## src/rtl/spi_buf_pkg.sv

```systemverilog
package spi_buf_pkg;

    localparam int NBYTES  = 9;
    localparam int NCS     = 4;
    localparam int DIVW    = 13;
    localparam int BYTE_IW = $clog2(NBYTES);
    localparam int HCW     = $clog2(NBYTES * 16);
    localparam int CSW     = $clog2(NCS);

    localparam logic [7:0] A_CFG  = 8'h00;
    localparam logic [7:0] A_STS  = 8'h08;
    localparam logic [7:0] A_CMD  = 8'h10;

    typedef struct packed {
        logic [2:0]      rsv_hi;
        logic [DIVW-1:0] div;
        logic [NCS-1:0]  cs_en;
        logic [5:0]      rsv_mid;
        logic            cpha;
        logic            three_wire;
        logic            lsb_first;
        logic            cs_high;
        logic            pol_xor;
        logic            enable;
    } cfg_t;

    typedef struct packed {
        logic [11:0] rsv3;
        logic [3:0]  total;
        logic [3:0]  rsv2;
        logic [3:0]  txn;
        logic [2:0]  rsv1;
        logic        keep;
        logic [1:0]  rsv0;
        logic [1:0]  csid;
    } cmd_t;

    typedef enum logic [1:0] {ES_IDLE, ES_SETUP, ES_XFER, ES_HOLD} eng_state_t;

    // position of serial bit b inside its byte
    function automatic logic [2:0] bit_pos(input logic [HCW-1:0] b, input logic lsb);
        return lsb ? b[2:0] : ~b[2:0];
    endfunction

endpackage

```

## src/rtl/spi_regfile.sv

```systemverilog
module spi_regfile
    import spi_buf_pkg::*;
(
    input  logic                         clk,
    input  logic                         rst,
    input  logic                         reg_we,
    input  logic [7:0]                   reg_addr,
    input  logic [31:0]                  reg_wdata,
    output logic [31:0]                  reg_rdata,
    input  logic                         busy,
    input  logic                         rx_we,
    input  logic [BYTE_IW-1:0]           rx_byte,
    input  logic [2:0]                   rx_pos,
    input  logic                         rx_val,
    output cfg_t                         cfg,
    output cmd_t                         cmd_next,
    output logic                         start,
    output logic [NBYTES-1:0][7:0]       dbuf
);

    cmd_t        cmd_q;
    cmd_t        cmd_w;
    logic        slot_hit;
    logic [3:0]  slot_idx;
    logic [3:0]  tot_c;

    assign cmd_w    = cmd_t'(reg_wdata);
    assign slot_idx = reg_addr[6:3];
    assign slot_hit = reg_addr[7] && (reg_addr[2:0] == 3'd0) && (int'(slot_idx) < NBYTES);

    always_comb begin
        tot_c    = (int'(cmd_w.total) > NBYTES) ? 4'(NBYTES) : cmd_w.total;
        cmd_next = cmd_w;
        cmd_next.total = tot_c;
        cmd_next.txn   = (cmd_w.txn > tot_c) ? tot_c : cmd_w.txn;
    end

    assign start = reg_we && (reg_addr == A_CMD) && cfg.enable && !busy && (tot_c != 4'd0);

    always_ff @(posedge clk) begin
        if (rst) begin
            cfg   <= '0;
            cmd_q <= '0;
            dbuf  <= '0;
        end else begin
            if (reg_we && reg_addr == A_CFG)
                cfg <= cfg_t'(reg_wdata);
            if (start)
                cmd_q <= cmd_next;
            if (reg_we && slot_hit && !busy)
                dbuf[BYTE_IW'(slot_idx)] <= reg_wdata[7:0];
            if (rx_we)
                dbuf[rx_byte][rx_pos] <= rx_val;
        end
    end

    always_comb begin
        reg_rdata = '0;
        if (reg_addr == A_CFG)
            reg_rdata = 32'(cfg);
        else if (reg_addr == A_STS)
            reg_rdata = {31'd0, busy};
        else if (reg_addr == A_CMD)
            reg_rdata = 32'(cmd_q);
        else if (slot_hit)
            reg_rdata = {24'd0, dbuf[BYTE_IW'(slot_idx)]};
    end

endmodule

```

## src/rtl/spi_shift_engine.sv

```systemverilog
module spi_shift_engine
    import spi_buf_pkg::*;
(
    input  logic                   clk,
    input  logic                   rst,
    input  cfg_t                   cfg,
    input  logic                   start,
    input  cmd_t                   cmd,
    input  logic [NBYTES-1:0][7:0] dbuf,
    input  logic                   sdi,
    input  logic                   sdio_in,
    output logic                   busy,
    output logic                   sck,
    output logic                   sdo,
    output logic                   sdo_oe,
    output logic                   rx_we,
    output logic [BYTE_IW-1:0]     rx_byte,
    output logic [2:0]             rx_pos,
    output logic                   rx_val,
    output logic                   half_start,
    output logic                   in_xfer,
    output logic                   done
);

    eng_state_t      state;
    logic [DIVW-1:0] cnt, div_q;
    logic [HCW-1:0]  hc, last_hc, k, sb, ob;
    logic [3:0]      tot_q, tx_q;
    logic            lsb_q, cpha_q, cpol_q, tw_q;
    logic            div_end, enter, out_bit, out_oe;
    logic [HCW-4:0]  out_byte;

    assign div_end    = (cnt == div_q - DIVW'(1));
    assign last_hc    = (HCW'(tot_q) << 4) - HCW'(1);
    assign enter      = div_end && (state == ES_SETUP || (state == ES_XFER && hc != last_hc));
    assign k          = (state == ES_SETUP) ? '0 : hc + HCW'(1);
    assign sb         = k >> 1;
    assign ob         = cpha_q ? (k >> 1) : ((k + HCW'(1)) >> 1);
    assign out_byte   = ob[HCW-1:3];
    assign out_bit    = (int'(out_byte) < NBYTES) ? dbuf[BYTE_IW'(out_byte)][bit_pos(ob, lsb_q)] : 1'b0;
    assign out_oe     = int'(out_byte) < int'(tx_q);

    assign rx_we      = enter && (k[0] == cpha_q);
    assign rx_byte    = BYTE_IW'(sb[HCW-1:3]);
    assign rx_pos     = bit_pos(sb, lsb_q);
    assign rx_val     = tw_q ? sdio_in : sdi;
    assign busy       = (state != ES_IDLE);
    assign in_xfer    = (state == ES_XFER);
    assign half_start = (cnt == '0);
    assign done       = (state == ES_HOLD) && div_end;

    always_ff @(posedge clk) begin
        if (rst) begin
            state  <= ES_IDLE;
            cnt    <= '0;
            div_q  <= DIVW'(1);
            hc     <= '0;
            tot_q  <= '0;
            tx_q   <= '0;
            lsb_q  <= 1'b0;
            cpha_q <= 1'b0;
            cpol_q <= 1'b0;
            tw_q   <= 1'b0;
            sck    <= 1'b0;
            sdo    <= 1'b0;
            sdo_oe <= 1'b0;
        end else if (!cfg.enable) begin
            state  <= ES_IDLE;
            cnt    <= '0;
            sdo_oe <= 1'b0;
            sck    <= cfg.pol_xor ^ cfg.cpha;
        end else if (state == ES_IDLE) begin
            sck    <= cfg.pol_xor ^ cfg.cpha;
            sdo_oe <= 1'b0;
            if (start) begin
                state  <= ES_SETUP;
                cnt    <= '0;
                hc     <= '0;
                div_q  <= (cfg.div == '0) ? DIVW'(1) : cfg.div;
                tot_q  <= cmd.total;
                tx_q   <= cmd.txn;
                lsb_q  <= cfg.lsb_first;
                cpha_q <= cfg.cpha;
                cpol_q <= cfg.pol_xor ^ cfg.cpha;
                tw_q   <= cfg.three_wire;
                sdo    <= dbuf[0][cfg.lsb_first ? 3'd0 : 3'd7];
                sdo_oe <= (cmd.txn != 4'd0);
            end
        end else begin
            cnt <= div_end ? '0 : cnt + DIVW'(1);
            if (enter) begin
                state  <= ES_XFER;
                hc     <= k;
                sck    <= cpol_q ^ ~k[0];
                sdo    <= out_bit;
                sdo_oe <= out_oe;
            end else if (state == ES_XFER && div_end) begin
                state  <= ES_HOLD;
                sck    <= cpol_q;
                sdo_oe <= 1'b0;
            end else if (done) begin
                state  <= ES_IDLE;
            end
        end
    end

endmodule

```

## src/rtl/spi_cs_ctrl.sv

```systemverilog
module spi_cs_ctrl
    import spi_buf_pkg::*;
(
    input  logic            clk,
    input  logic            rst,
    input  logic            enable,
    input  logic            start,
    input  logic [1:0]      csid,
    input  logic            keep,
    input  logic            done,
    input  logic            busy,
    input  logic            cs_high,
    output logic [NCS-1:0]  cs_vec,
    output logic            keep_q,
    output logic [NCS-1:0]  cs_pins
);

    logic [CSW-1:0] id_q;
    logic           held;
    logic           active;

    always_ff @(posedge clk) begin
        if (rst) begin
            id_q   <= '0;
            keep_q <= 1'b0;
            held   <= 1'b0;
        end else if (!enable) begin
            held   <= 1'b0;
        end else if (start) begin
            id_q   <= CSW'(csid);
            keep_q <= keep;
            held   <= 1'b0;
        end else if (done) begin
            held   <= keep_q;
        end
    end

    assign active = busy || held;

    for (genvar g = 0; g < NCS; g++) begin : g_cs
        assign cs_vec[g]  = active && (id_q == CSW'(g));
        assign cs_pins[g] = cs_high ? cs_vec[g] : ~cs_vec[g];
    end

endmodule

```

## src/rtl/spi_buf_master.sv

```systemverilog
module spi_buf_master
    import spi_buf_pkg::*;
(
    input  logic        clk,
    input  logic        rst,
    input  logic        reg_we,
    input  logic [7:0]  reg_addr,
    input  logic [31:0] reg_wdata,
    output logic [31:0] reg_rdata,
    output logic        spi_sck,
    output logic        spi_sdo,
    output logic        spi_sdo_oe,
    input  logic        spi_sdi,
    input  logic        spi_sdio_in,
    output logic [3:0]  spi_cs,
    output logic [3:0]  spi_cs_oe
);

    cfg_t                   cfg;
    cmd_t                   cmd_next;
    logic                   start, busy, done, rx_we, rx_val;
    logic                   half_start, in_xfer, keep_q, cfg_enable;
    logic [BYTE_IW-1:0]     rx_byte;
    logic [2:0]             rx_pos;
    logic [NBYTES-1:0][7:0] dbuf;
    logic [NCS-1:0]         cs_vec;

    assign cfg_enable = cfg.enable;
    assign spi_cs_oe  = cfg.cs_en;

    spi_regfile u_regs (
        .clk(clk), .rst(rst), .reg_we(reg_we), .reg_addr(reg_addr),
        .reg_wdata(reg_wdata), .reg_rdata(reg_rdata), .busy(busy),
        .rx_we(rx_we), .rx_byte(rx_byte), .rx_pos(rx_pos), .rx_val(rx_val),
        .cfg(cfg), .cmd_next(cmd_next), .start(start), .dbuf(dbuf)
    );

    spi_shift_engine u_eng (
        .clk(clk), .rst(rst), .cfg(cfg), .start(start), .cmd(cmd_next),
        .dbuf(dbuf), .sdi(spi_sdi), .sdio_in(spi_sdio_in), .busy(busy),
        .sck(spi_sck), .sdo(spi_sdo), .sdo_oe(spi_sdo_oe), .rx_we(rx_we),
        .rx_byte(rx_byte), .rx_pos(rx_pos), .rx_val(rx_val),
        .half_start(half_start), .in_xfer(in_xfer), .done(done)
    );

    spi_cs_ctrl u_cs (
        .clk(clk), .rst(rst), .enable(cfg.enable), .start(start),
        .csid(cmd_next.csid), .keep(cmd_next.keep), .done(done), .busy(busy),
        .cs_high(cfg.cs_high), .cs_vec(cs_vec), .keep_q(keep_q), .cs_pins(spi_cs)
    );

endmodule

```

## config.mk

```make
export PLATFORM = sky130hd
export DESIGN_NAME = spi_buf_master
export DESIGN_NICKNAME = d
export VERILOG_FILES = /design/src/rtl/spi_buf_pkg.sv /design/src/rtl/spi_regfile.sv /design/src/rtl/spi_shift_engine.sv /design/src/rtl/spi_cs_ctrl.sv /design/src/rtl/spi_buf_master.sv
export SDC_FILE = /design/constraint.sdc
export NUM_CORES = 1
export LEC_CHECK = 0
export BUFFER_PORTS_ARGS = -buffer_cell sky130_fd_sc_hd__buf_2
export CAP_MARGIN = 15
export CORE_ASPECT_RATIO = 1.75
export CORE_MARGIN = 5
export CORE_UTILIZATION = 45
export CTS_CLUSTER_DIAMETER = 150
export DETAILED_ROUTE_END_ITERATION = 10
export GPL_ROUTABILITY_DRIVEN = 0
export SLEW_MARGIN = 20
export SYNTH_ARGS = -nofsm -noshare
export SYNTH_HDL_FRONTEND = slang
export SYNTH_SLANG_ARGS = --single-unit
```

## constraint.sdc

```tcl
create_clock -name clk -period 12.37 [get_ports clk]
set_clock_uncertainty 0.1 [all_clocks]
set_input_delay 0.6185 -clock clk [delete_from_list [all_inputs] [get_ports clk]]
set_output_delay 0.6185 -clock clk [all_outputs]
set_load 0.03 [all_outputs]
```

==> results of run 1 <==
==> power groups by stage <==
stage | Clock, uW | Combinational [uW] | Sequential [uW]
2_1_floorplan | 0 | 31.8 | 629
3_3_place_gp | 0 | 52.0 | 629
3_5_place_dp | 0 | 52.3 | 629
4_1_cts | 558 | 52.4 | 615
5_1_grt | 583 | 56.7 | 615
6_report | 552 | 52.9 | 615
==> how the worst min path moves through the flow <==
stage	endpoint	slack, ns	cells past startpoint
2_1_floorplan	u_regs.cmd_q[20]	0.33	2
3_3_place_gp	u_regs.cmd_q[26]	0.34	2
3_5_place_dp	u_regs.cmd_q[26]	0.35	2
4_1_cts	u_regs.cfg[15]	0.30	3
5_1_grt	u_regs.cfg[20]	0.31	3
6_report	u_regs.cmd_q[15]	0.31	3
==> registers in the layout, indices dropped and copies added, names as in the netlist <==
register / cells
u_cs.held: 1
u_cs.id_q: 2
u_cs.keep_q: 1
u_eng.cnt: 13
u_eng.cpha_q: 1
u_eng.cpol_q: 1
u_eng.div_q: 13
u_eng.hc: 8
u_eng.lsb_q: 1
u_eng.sck: 1
u_eng.sdo: 1
u_eng.sdo_oe: 1
u_eng.state: 2
u_eng.tot_q: 4
u_eng.tw_q: 1
u_eng.tx_q: 4
u_regs.cfg: 32
u_regs.cmd_q: 32
u_regs.dbuf: 72
==> worst register-to-register path: stages, from the launching register on <==
cell and delay, ns:
dfxtp_1 0.64, nand2b_1 0.66, nand2_1 0.26, inv_1 0.15, ha_1 0.14, nor2b_1 0.24, nand3_1 0.16, a211oi_1 0.62
or2_2 0.80, mux2i_1 0.19, mux2i_1 0.17, nor4_1 0.06, or4b_1 0.53, o311a_1 0.15, o32ai_1 0.20
==> placed cells by master (no fill, tap or decap), types with 11 or more instances in the layout <==
cell / synthesis / final
and3_1: 15 / 14
mux2i_1: 81 / 81
ha_1: 11 / 11
nand3_1: 58 / 57
o31ai_1: 24 / 24
o211a_1: 12 / 12
a21oi_1: 123 / 123
a22o_1: 24 / 24
mux2_2: 20 / 20
nand2_1: 291 / 291
xor2_1: 13 / 13
o21ai_0: 85 / 85
xnor2_1: 29 / 29
nor3b_1: 11 / 11
o311a_1: 17 / 17
mux4_2: 16 / 16
nor2_1: 83 / 81
inv_1: 19 / 19
nor3_1: 20 / 18
dfxtp_1: 191 / 191
a211oi_1: 17 / 17
buf_4: 7 / 19
buf_2: 3 / 86
clkbuf_16: 0 / 17
==> logic make-up (layout without fill, tap and decap cells) <==
| group | Yosys count | after routing | share of synthesized area |
|---|---|---|---|
| mux | 117 | 117 | 0.121 |
| simple gates | 563 | 563 | 0.225 |
| xor+xnor | 44 | 44 | 0.0354 |
| flops | 191 | 191 | 0.332 |
| compound gates | 386 | 386 | 0.221 |
| fa+ha+maj | 13 | 13 | 0.0137 |
| buf+inv | 128 | 157 | 0.0519 |
==> layer usage <==
| metal | share of wire | vias to the layer above |
|---|---|---|
| li1 | - | 5251 |
| met1 | 0.37 | 5210 |
| met2 | 0.52 | 347 |
| met3 | 0.045 | 128 |
| met4 | 0.069 | 2 |
| met5 | 0.00018 | - |
==> layout make-up <==
type	instances	area, sq um	share of cell area
Clock buffer	20	457	0.0364
Inverter	20	75.1	0.00598
Tap cell	316	395	0.0315
Sequential cell	191	3820	0.304
Multi-Input combinational cell	1123	7120	0.567
Timing Repair Buffer	105	573	0.0456
Clock inverter	12	115	0.00916
==> metrics by stage <==
| step | util | area, sq um | power (uW) |
|---|---|---|---|
| 2_1_floorplan | - | 11500 | 661 |
| 3_3_place_gp | 0.475 | 12000 | 681 |
| 3_5_place_dp | 0.475 | 12000 | 682 |
| 4_1_cts | 0.498 | 12600 | 1230 |
| 5_1_grt | 0.498 | 12600 | 1250 |
| 6_report | 0.498 | 12600 | 1220 |
==> flow_summary_export.csv, run 1 <==
group,metric,value,unit
drt,avgViaCountPerCell,6.12,
logic_synthesis,syn_inst,1442,
final_layout,diodes,0,
clock_tree,cts-resized-gates,0,
grt,grt_pass1_wl,60.2,mm
worst_setup_path,critPathMaxStageDelay,0.80,ns
worst_setup_path,r2r_cells,14,
power,seq_power_share,0.504,
placement,place_inst,1755,
logic_synthesis,syn_nets,1498,
placement,place_ws,7.37,ns
logic_synthesis,yosysMostFrequentCell,"nand2_1",
worst_setup_path,cp-startpoint,"u_eng.state[1]",
worst_setup_path,cp_common_cell,"mux2i_1",
logic_synthesis,ys_top_cells_by_count,"291 x nand2_1, 191 x dfxtp_1, 123 x a21oi_1",
drt,vias,10900,
worst_setup_path,required,12.63,ns
logic_synthesis,netlist.top_cell.by_area,"dfxtp_1",
worst_setup_path,critPathTopFamily,"simple AND/OR/NAND/NOR gates",
power,p_int,907,uW
sta,fmax,0.195,GHz
grt,met3_usage,0.0415,
sta,worst_slack,7.23,ns
grt,antenna_found_initial,1,
power,p_sw,313,uW
sta,timing.final.max_slew_violations,0,
logic_synthesis,ys_types,87,
worst_setup_path,cp-end-kind,"flop",
clock_tree,clock_path_buffers,2,
worst_setup_path,critPathBufInv,1,
logic_synthesis,yosys_most_used_dff,"dfxtp_1",
clock_tree,cts.sinks,191,
run,maxCapViolations,0,
grt,grt_pass1_vias,10500,
logic_synthesis,synth_area_leaders,"dfxtp_1 33%, nand2_1 9.5%, mux2i_1 7.0%",
final_layout,syn2layout_area_growth,9.07,%
clock_tree,clockRootBuffer,"clkbuf_16",
drt,wl_per_cell,21.9,um
worst_setup_path,crit_cells,14,
final_layout,nFillCells,2514,
worst_setup_path,reg2reg_from,"u_eng.state[1]",
clock_tree,insertion_delay,0.45,ns
sta,hold_viol_final,0,
logic_synthesis,ys_ff_latch,191,
clock_tree,path_clk_slew,0.08,ns
power,ir_worst_vdd,0.0862,mV
clock_tree,cts_tree,"built",
floorplan,rows,77,
grt,overflow,0,
sta,rsz0062_at_grt,"false",
worst_setup_path,worstPathArrival,5.40,ns
worst_setup_path,crit_end,"u_eng.sdo",
floorplan,initial_utilization,0.456,
grt,grt-busiest-layer,"met2",
floorplan,ioPinCount,88,
power,clockPowerShare,0.453,
logic_synthesis,synthArstFlopShare,0,
logic_synthesis,synth_top_area_frac,0.332,
worst_setup_path,critPathKind,"flop to flop",
drt,drt_iter0_markers,887,
grt,grt_max_degree,83,
worst_setup_path,r2r_slack,7.23,ns
hold_path,hold_path.startpoint,"reg_wdata[15]",
power,switching_share,0.256,
logic_synthesis,synth_edf_count,0,
logic_synthesis,syn_area,11500,sq um
worst_setup_path,cp_slowest_cell,"or2_2",
sta,period_minus_slack,5.14,ns
worst_setup_path,crit_chain,"nand2b_1 > nand2_1 > inv_1 > ha_1 > nor2b_1 > nand3_1 > a211oi_1 > or2_2 > mux2i_1 > mux2i_1 > nor4_1 > or4b_1 > o311a_1 > o32ai_1",
power,leakage,0.00459,uW
grt,met2_usage,0.469,
run_status,outcome,"complete, no violations",
grt,grtUsageTotal,0.268,
placement,io_buffers,87,
clock_tree,numCtsBuffers,17,
sta,tightest_slew,1.15,ns
logic_synthesis,syn-mean-instance-area,7.99,sq um
sta,whs,0.313,ns
final_layout,fin_nets,1514,
sta,period_share,0.416,
sta,slew-limit-headroom,0.229,
worst_setup_path,rr_endpoint,"u_eng.sdo",
logic_synthesis,ys_seq_area_frac,0.332,
clock_tree,post_cts_buffers,0,
power,p_per_area,97.1,nW/um^2
hold_path,min_path_type,"primary input to flop",
sta,final.setup.tns,0,ns
drt,routed_wl,39.1,mm
power,comb_power_share,0.043,
drt,drc_errors,0,
logic_synthesis,yosysWarningCount,0,
final_layout,drive_above_1_share,0.148,
clock_tree,cts_hold_buffers,0,
worst_setup_path,path_max_fanout,36,
floorplan,chipHeight,222,um
drt,ant_nets,0,
floorplan,die_area,29000,sq um
worst_setup_path,start_kind,"flop",
placement,dpl.hpwl,28.3,mm
floorplan,core,25200,sq um
sta,finalSetupViolCount,0,
drt,dr.pass1.iters,6,
grt,use_met1,0.292,
floorplan,die_w,131,um
clock_tree,ctsHtreeMaxLevel,4,
final_layout,stdcell_count,1787,
Power figures use the tool's default switching activity.
==> run 2: changes to the inputs <==
--- a/config.mk
+++ b/config.mk
@@ -5,6 +5,7 @@
 export SDC_FILE = /design/constraint.sdc
 export NUM_CORES = 1
 export LEC_CHECK = 0
+export ABC_AREA = 1
 export BUFFER_PORTS_ARGS = -buffer_cell sky130_fd_sc_hd__buf_2
 export CAP_MARGIN = 15
 export CORE_ASPECT_RATIO = 1.75
==> constraint.sdc (replaced) <==
create_clock -name clk -period 5.2 [get_ports clk]
set_clock_uncertainty 0.1 [all_clocks]
set_input_delay 0.26 -clock clk [delete_from_list [all_inputs] [get_ports clk]]
set_output_delay 0.26 -clock clk [all_outputs]
set_load 0.03 [all_outputs]
==> run 2 against run 1 <==
  * First-iteration DRC count up 25%
  * Sequential share of layout area down 2.3 points
  * Core utilization up 0.38 points
  * Critical path depth up 5
  * Total power up 150%
  * Clock-buffer cell count down 3
  * Flip-flop and latch count unchanged
  * Synthesized area up 6.6%
  * Via count up 22%
  * Non-clock buffer count up 16
  * Worst hold slack worse by 0.30 ns
  * Critical path type unchanged
==> flow_summary_export.csv, run 2 <==
group,metric,value,unit
final_layout,top_register,"u_regs.dbuf",
power,p_per_area,223,nW/um^2
worst_setup_path,critPathMaxStageDelay,0.71,ns
logic_synthesis,syn-mean-instance-area,6.26,sq um
worst_setup_path,critPathKind,"flop to flop",
grt,grt_pass1_wl,70.4,mm
grt,overflow,0,
clock_tree,cts_tree,"built",
worst_setup_path,crit_chain,"inv_2 > nand2_4 > inv_2 > nor2_1 > ha_1 > nand2_1 > nor2_4 > nand2_1 > nand2_2 > nand2_2 > o21ai_1 > nand2_1 > nand3_1 > nand3_1 > nand2_1 > nand3_1 > nand3_1 > nand3_1 > a21oi_1",
clock_tree,ctsHtreeMaxLevel,4,
worst_setup_path,worstPathArrival,4.39,ns
logic_synthesis,synth_edf_count,0,
drt,avgViaCountPerCell,5.60,
worst_setup_path,cp-end-kind,"flop",
final_layout,diodes,0,
logic_synthesis,yosysMostFrequentCell,"nand2_1",
clock_tree,clock_path_buffers,2,
worst_setup_path,required,5.50,ns
clock_tree,clockRootBuffer,"clkbuf_16",
final_layout,drive_above_1_share,0.0949,
drt,dr.pass1.iters,5,
floorplan,initial_utilization,0.452,
worst_setup_path,critPathTopFamily,"simple AND/OR/NAND/NOR gates",
grt,grtUsageTotal,0.291,
logic_synthesis,yosysWarningCount,0,
placement,io_buffers,87,
floorplan,rows,80,
floorplan,core,27100,sq um
final_layout,final_cell_mix,"618 x nand2_1, 206 x o21ai_0, 195 x a21oi_1",
clock_tree,cts_hold_buffers,22,
sta,period_minus_slack,4.10,ns
drt,vias,13300,
logic_synthesis,syn_inst,1962,
clock_tree,cts.sinks,191,
drt,drt_iter0_markers,1105,
grt,grt_pass1_vias,12700,
logic_synthesis,ys_seq_area_frac,0.312,
grt,grt_max_degree,73,
drt,drc_errors,0,
clock_tree,post_cts_buffers,0,
placement,dpl.hpwl,32.2,mm
worst_setup_path,path_max_fanout,56,
logic_synthesis,synthArstFlopShare,0,
placement,place_ws,1.19,ns
run_status,outcome,"complete, no violations",
logic_synthesis,syn_nets,2018,
worst_setup_path,critPathBufInv,2,
drt,wl_per_cell,19.0,um
final_layout,nFillCells,2803,
power,leakage,0.00498,uW
run,maxCapViolations,0,
final_layout,syn2layout_area_growth,10.8,%
clock_tree,numCtsBuffers,17,
final_layout,mostFrequentLayoutCell,"nand2_1",
logic_synthesis,ys_top_cells_by_count,"618 x nand2_1, 206 x o21ai_0, 195 x a21oi_1",
floorplan,ioPinCount,88,
final_layout,largest_reg_flops,72,
worst_setup_path,cp_common_cell,"nand3_1",
sta,fmax,0.244,GHz
logic_synthesis,ys_ff_latch,191,
logic_synthesis,syn_area,12300,sq um
final_layout,utilization,0.501,
drt,routed_wl,45.3,mm
floorplan,die_area,30800,sq um
logic_synthesis,ys_types,55,
logic_synthesis,synth_area_leaders,"dfxtp_1 31%, nand2_1 19%, o21ai_0 8.4%",
sta,timing.final.max_slew_violations,0,
clock_tree,path_clk_slew,0.08,ns
sta,worst_slack,1.10,ns
worst_setup_path,start_kind,"flop",
sta,period_share,0.788,
logic_synthesis,yosys_most_used_dff,"dfxtp_1",
grt,antenna_found_initial,0,
sta,hold_viol_final,0,
floorplan,die_w,135,um
logic_synthesis,synth_top_area_frac,0.312,
floorplan,chipHeight,228,um
final_layout,fin_nets,2055,
final_layout,reg_top3,"u_regs.dbuf x72, u_regs.cfg x32, u_regs.cmd_q x32",
power,ir_worst_vdd,0.239,mV
logic_synthesis,netlist.top_cell.by_area,"dfxtp_1",
clock_tree,cts-resized-gates,0,
worst_setup_path,cp_slowest_cell,"nand2_2",
sta,tightest_slew,1.19,ns
hold_path,min_path_type,"primary input to flop",
sta,rsz0062_at_grt,"false",
drt,ant_nets,0,
sta,slew-limit-headroom,0.207,
sta,finalSetupViolCount,0,
sta,final.setup.tns,0,ns
clock_tree,insertion_delay,0.47,ns
## run 2: cell types whose count changed in the layout (fill, tap and decap cells not counted), moves of 29 or more
cell,change
nand2_1,+327
o21ai_0,+121
inv_1,+147
nand3_1,+50
o21ai_1,+29
nor2_1,+29
a21oi_1,+72
mux2i_1,-81
## run 2: logic make-up (layout without fill, tap and decap cells)
logic type	after synthesis	count (layout)	share of synthesized area
xor+xnor	38	38	0.0282
simple gates	930	930	0.326
fa+ha+maj	11	11	0.0112
flops	191	191	0.312
mux	1	1	0.000816
compound gates	506	506	0.223
buf+inv	285	335	0.0984
## run 2: worst paths after layout
path,from,to,slack [ns],cells past startpoint
hold / removal,reg_wdata[8],u_regs.cfg[8],0.01,3
hold reg to reg,u_regs.cmd_q[20],u_regs.cmd_q[20],0.35,2
setup / recovery,u_eng.state[1],u_eng.sdo,1.10,19
setup reg to reg,u_eng.state[1],u_eng.sdo,1.10,19
## run 2: power breakdown
| group | switching, uW | internal (uW) |
|---|---|---|
| registers | 1.03 | 1460 |
| logic | 109 | 40.1 |
| clock network | 687 | 736 |
| total | 797 | 2240 |
## run 2: final cells by class
type	count	area [sq um]	share of cell area
tap	369	462	0.0339
multi-input combinational	1486	7260	0.534
clock inverter	15	191	0.0141
sequential	191	3820	0.281
clock buffer	17	425	0.0313
timing repair buffer	121	748	0.0550
inverter	182	686	0.0504
## run 2: layer usage
metal	global-route usage	up-vias	share of wire
met5	0	-	0
met4	0.208	0	0.077
met1	0.320	6148	0.37
li1	-	6541	-
met2	0.505	483	0.50
met3	0.0425	160	0.050
## run 2: per-stage QoR
stage	power, uW	hold WS, ns	instances	instance area [sq um]
3_3_place_gp	1630	0.335	2327	12800
3_5_place_dp	1630	0.342	2327	12800
4_1_cts	3060	0.00230	2381	13600
6_report	3030	0.0149	2381	13600
2_1_floorplan	1570	0.295	1962	12300
5_1_grt	3120	0.0415	2381	13600
## run 2: tightest hold or removal path, delay by kind of cell
family / cells / cell delay (ns)
AOI/OAI and AO/OA: 1 / 0.11
buffers and inverters: 2 / 0.16
==> run 3: changes to the inputs <==
==> constraint.sdc (replaced) <==
create_clock -name clk -period 4 [get_ports clk]
set_clock_uncertainty 0.1 [all_clocks]
set_input_delay 0.2 -clock clk [delete_from_list [all_inputs] [get_ports clk]]
set_output_delay 0.2 -clock clk [all_outputs]
set_load 0.03 [all_outputs]
==> run 3 against run 2 <==
  * Cell count is 0.97% higher
  * Wire length is 1.5% higher
  * Clock power is 28% higher
  * Non-clock buffer count is 23 higher
  * Flip-flop and latch count stayed put
  * Critical path type unchanged
  * Largest cell class unchanged
  * Largest power group unchanged
==> flow_summary_export.csv, run 3 (synthesis results as in run 2) <==
group,metric,value,unit
worst_setup_path,critPathTopFamily,"simple AND/OR/NAND/NOR gates",
run_status,outcome,"complete, no violations",
floorplan,die_area,30800,sq um
grt,use_met1,0.309,
grt,grtUsageTotal,0.294,
power,p_per_area,285,nW/um^2
power,ir_worst_vdd,0.328,mV
sta,period_minus_slack,3.59,ns
grt,met2_usage,0.529,
final_layout,syn2layout_area_growth,12.3,%
floorplan,chipHeight,228,um
grt,overflow,0,
drt,drc_errors,0,
power,total_power,3930,uW
clock_tree,path_clk_slew,0.08,ns
worst_setup_path,start_kind,"flop",
final_layout,final_cell_mix,"618 x nand2_1, 206 x o21ai_0, 195 x a21oi_1",
worst_setup_path,critPathBufInv,3,
final_layout,drive_above_1_share,0.102,
sta,slew-limit-headroom,0.323,
worst_setup_path,required,4.30,ns
final_layout,largest_reg_flops,72,
grt,met3_usage,0.0476,
final_layout,reg_top3,"u_regs.dbuf x72, u_regs.cfg x32, u_regs.cmd_q x32",
worst_setup_path,worstPathArrival,3.89,ns
sta,hold_viol_final,0,
drt,avgViaCountPerCell,5.59,
grt,grt-busiest-layer,"met2",
run,maxCapViolations,0,
floorplan,ioPinCount,88,
sta,fmax,0.279,GHz
clock_tree,numCtsBuffers,17,
final_layout,fin_nets,2078,
drt,ant_nets,0,
drt,wl_per_cell,19.1,um
worst_setup_path,cp-end-kind,"flop",
drt,dr.pass1.iters,6,
worst_setup_path,crit_chain,"inv_2 > nand2_4 > inv_2 > nor2_1 > ha_1 > nand2_1 > nor2_4 > nand2_1 > nand2_2 > nand2_2 > buf_4 > o21ai_1 > nand2_1 > nand3_1 > nand3_1 > nand2_1 > nand3_1 > nand3_1 > nand3_1 > a21oi_1",
sta,period_share,0.897,
worst_setup_path,cp_common_cell,"nand3_1",
floorplan,initial_utilization,0.452,
clock_tree,cts.sinks,191,
worst_setup_path,path_max_fanout,22,
grt,grt_pass1_wl,70.8,mm
sta,final.setup.tns,0,ns
sta,tightest_slew,1.01,ns
final_layout,diodes,0,
placement,io_buffers,87,
grt,antenna_found_initial,0,
worst_setup_path,critPathKind,"flop to flop",
clock_tree,insertion_delay,0.47,ns
floorplan,core,27100,sq um
worst_setup_path,critPathMaxStageDelay,0.46,ns
final_layout,mostFrequentLayoutCell,"nand2_1",
sta,timing.final.max_slew_violations,0,
placement,dpl.hpwl,33.4,mm
clock_tree,clock_path_buffers,2,
final_layout,top_register,"u_regs.dbuf",
floorplan,rows,80,
clock_tree,post_cts_buffers,0,
drt,routed_wl,46.0,mm
drt,drt_iter0_markers,1151,
floorplan,die_w,135,um
clock_tree,ctsHtreeMaxLevel,4,
clock_tree,cts-resized-gates,0,
clock_tree,clockRootBuffer,"clkbuf_16",
grt,grt_pass1_vias,12700,
worst_setup_path,cp_slowest_cell,"dfxtp_1",
hold_path,min_path_type,"primary input to flop",
power,leakage,0.00509,uW
clock_tree,cts_tree,"built",
sta,finalSetupViolCount,0,
grt,grt_max_degree,73,
sta,rsz0062_at_grt,"false",
drt,vias,13400,
## run 3: changes by cell type in the layout (fill, tap and decap cells not counted), sizes merged
cell	previous run	this run
dlygate4sd3	22	28
clkinvlp	1	0
clkbuf	17	20
clkinv	6	8
inv	188	184
buf	99	116
## run 3: timing repair
item,4_1_cts,5_1_grt
setup endpoints to repair,0,0
hold endpoints to repair,46,0
hold buffers,28,0
## run 3: routing by layer
metal  share of wire  wire (um)
met1            0.36      16500
met2            0.51      23600
met3           0.055       2530
met4           0.073       3360
met5               0          0
## run 3: final cells by class
type	instances	area (sq um)
inverter	182	686
multi-input combinational	1486	7260
sequential	191	3820
fill	2847	13300
clock buffer	20	457
timing repair buffer	144	936
tap	369	462
clock inverter	12	151
## run 3: worst reg2reg max path, cell delays in order, from the launching register on
cell     delay, ns
dfxtp_1       0.46
inv_2         0.13
nand2_4       0.17
inv_2         0.08
nor2_1        0.25
ha_1          0.24
nand2_1       0.12
nor2_4        0.16
nand2_1       0.08
nand2_2       0.28
nand2_2       0.30
buf_4         0.31
o21ai_1       0.16
nand2_1       0.07
nand3_1       0.10
nand3_1       0.07
nand2_1       0.07
nand3_1       0.08
nand3_1       0.09
nand3_1       0.09
a21oi_1       0.12
## run 3: through the flow
| step | worst slack (ns) | util | hold WS [ns] | instance area (sq um) | instances |
|---|---|---|---|---|---|
| 2_1_floorplan | 1.35 | - | 0.235 | 12300 | 1962 |
| 3_3_place_gp | 0.665 | 0.475 | 0.334 | 12900 | 2344 |
| 3_5_place_dp | 0.532 | 0.475 | 0.341 | 12900 | 2344 |
| 4_1_cts | 0.507 | 0.508 | 0.00262 | 13800 | 2404 |
| 5_1_grt | 0.0879 | 0.508 | 0.0207 | 13800 | 2404 |
| 6_report | 0.414 | 0.508 | 0.0224 | 13800 | 2404 |
## run 3: path summary, 6_finish.rpt
path	from	to	slack, ns	cells after the start
worst max-delay path	u_eng.state[1]	u_eng.sdo	0.41	20
worst min-delay path	reg_wdata[2]	u_regs.cmd_q[2]	0.02	3
worst max register to register	u_eng.state[1]	u_eng.sdo	0.41	20
worst min register to register	u_regs.cmd_q[21]	u_regs.cmd_q[21]	0.35	2
## run 3: where the power goes
part	internal (uW)	switching [uW]	leakage (uW)
sequential	1900	1.52	0.00154
clock	971	850	0.000299
combinational	58.8	146	0.00325
total	2930	997	0.00509
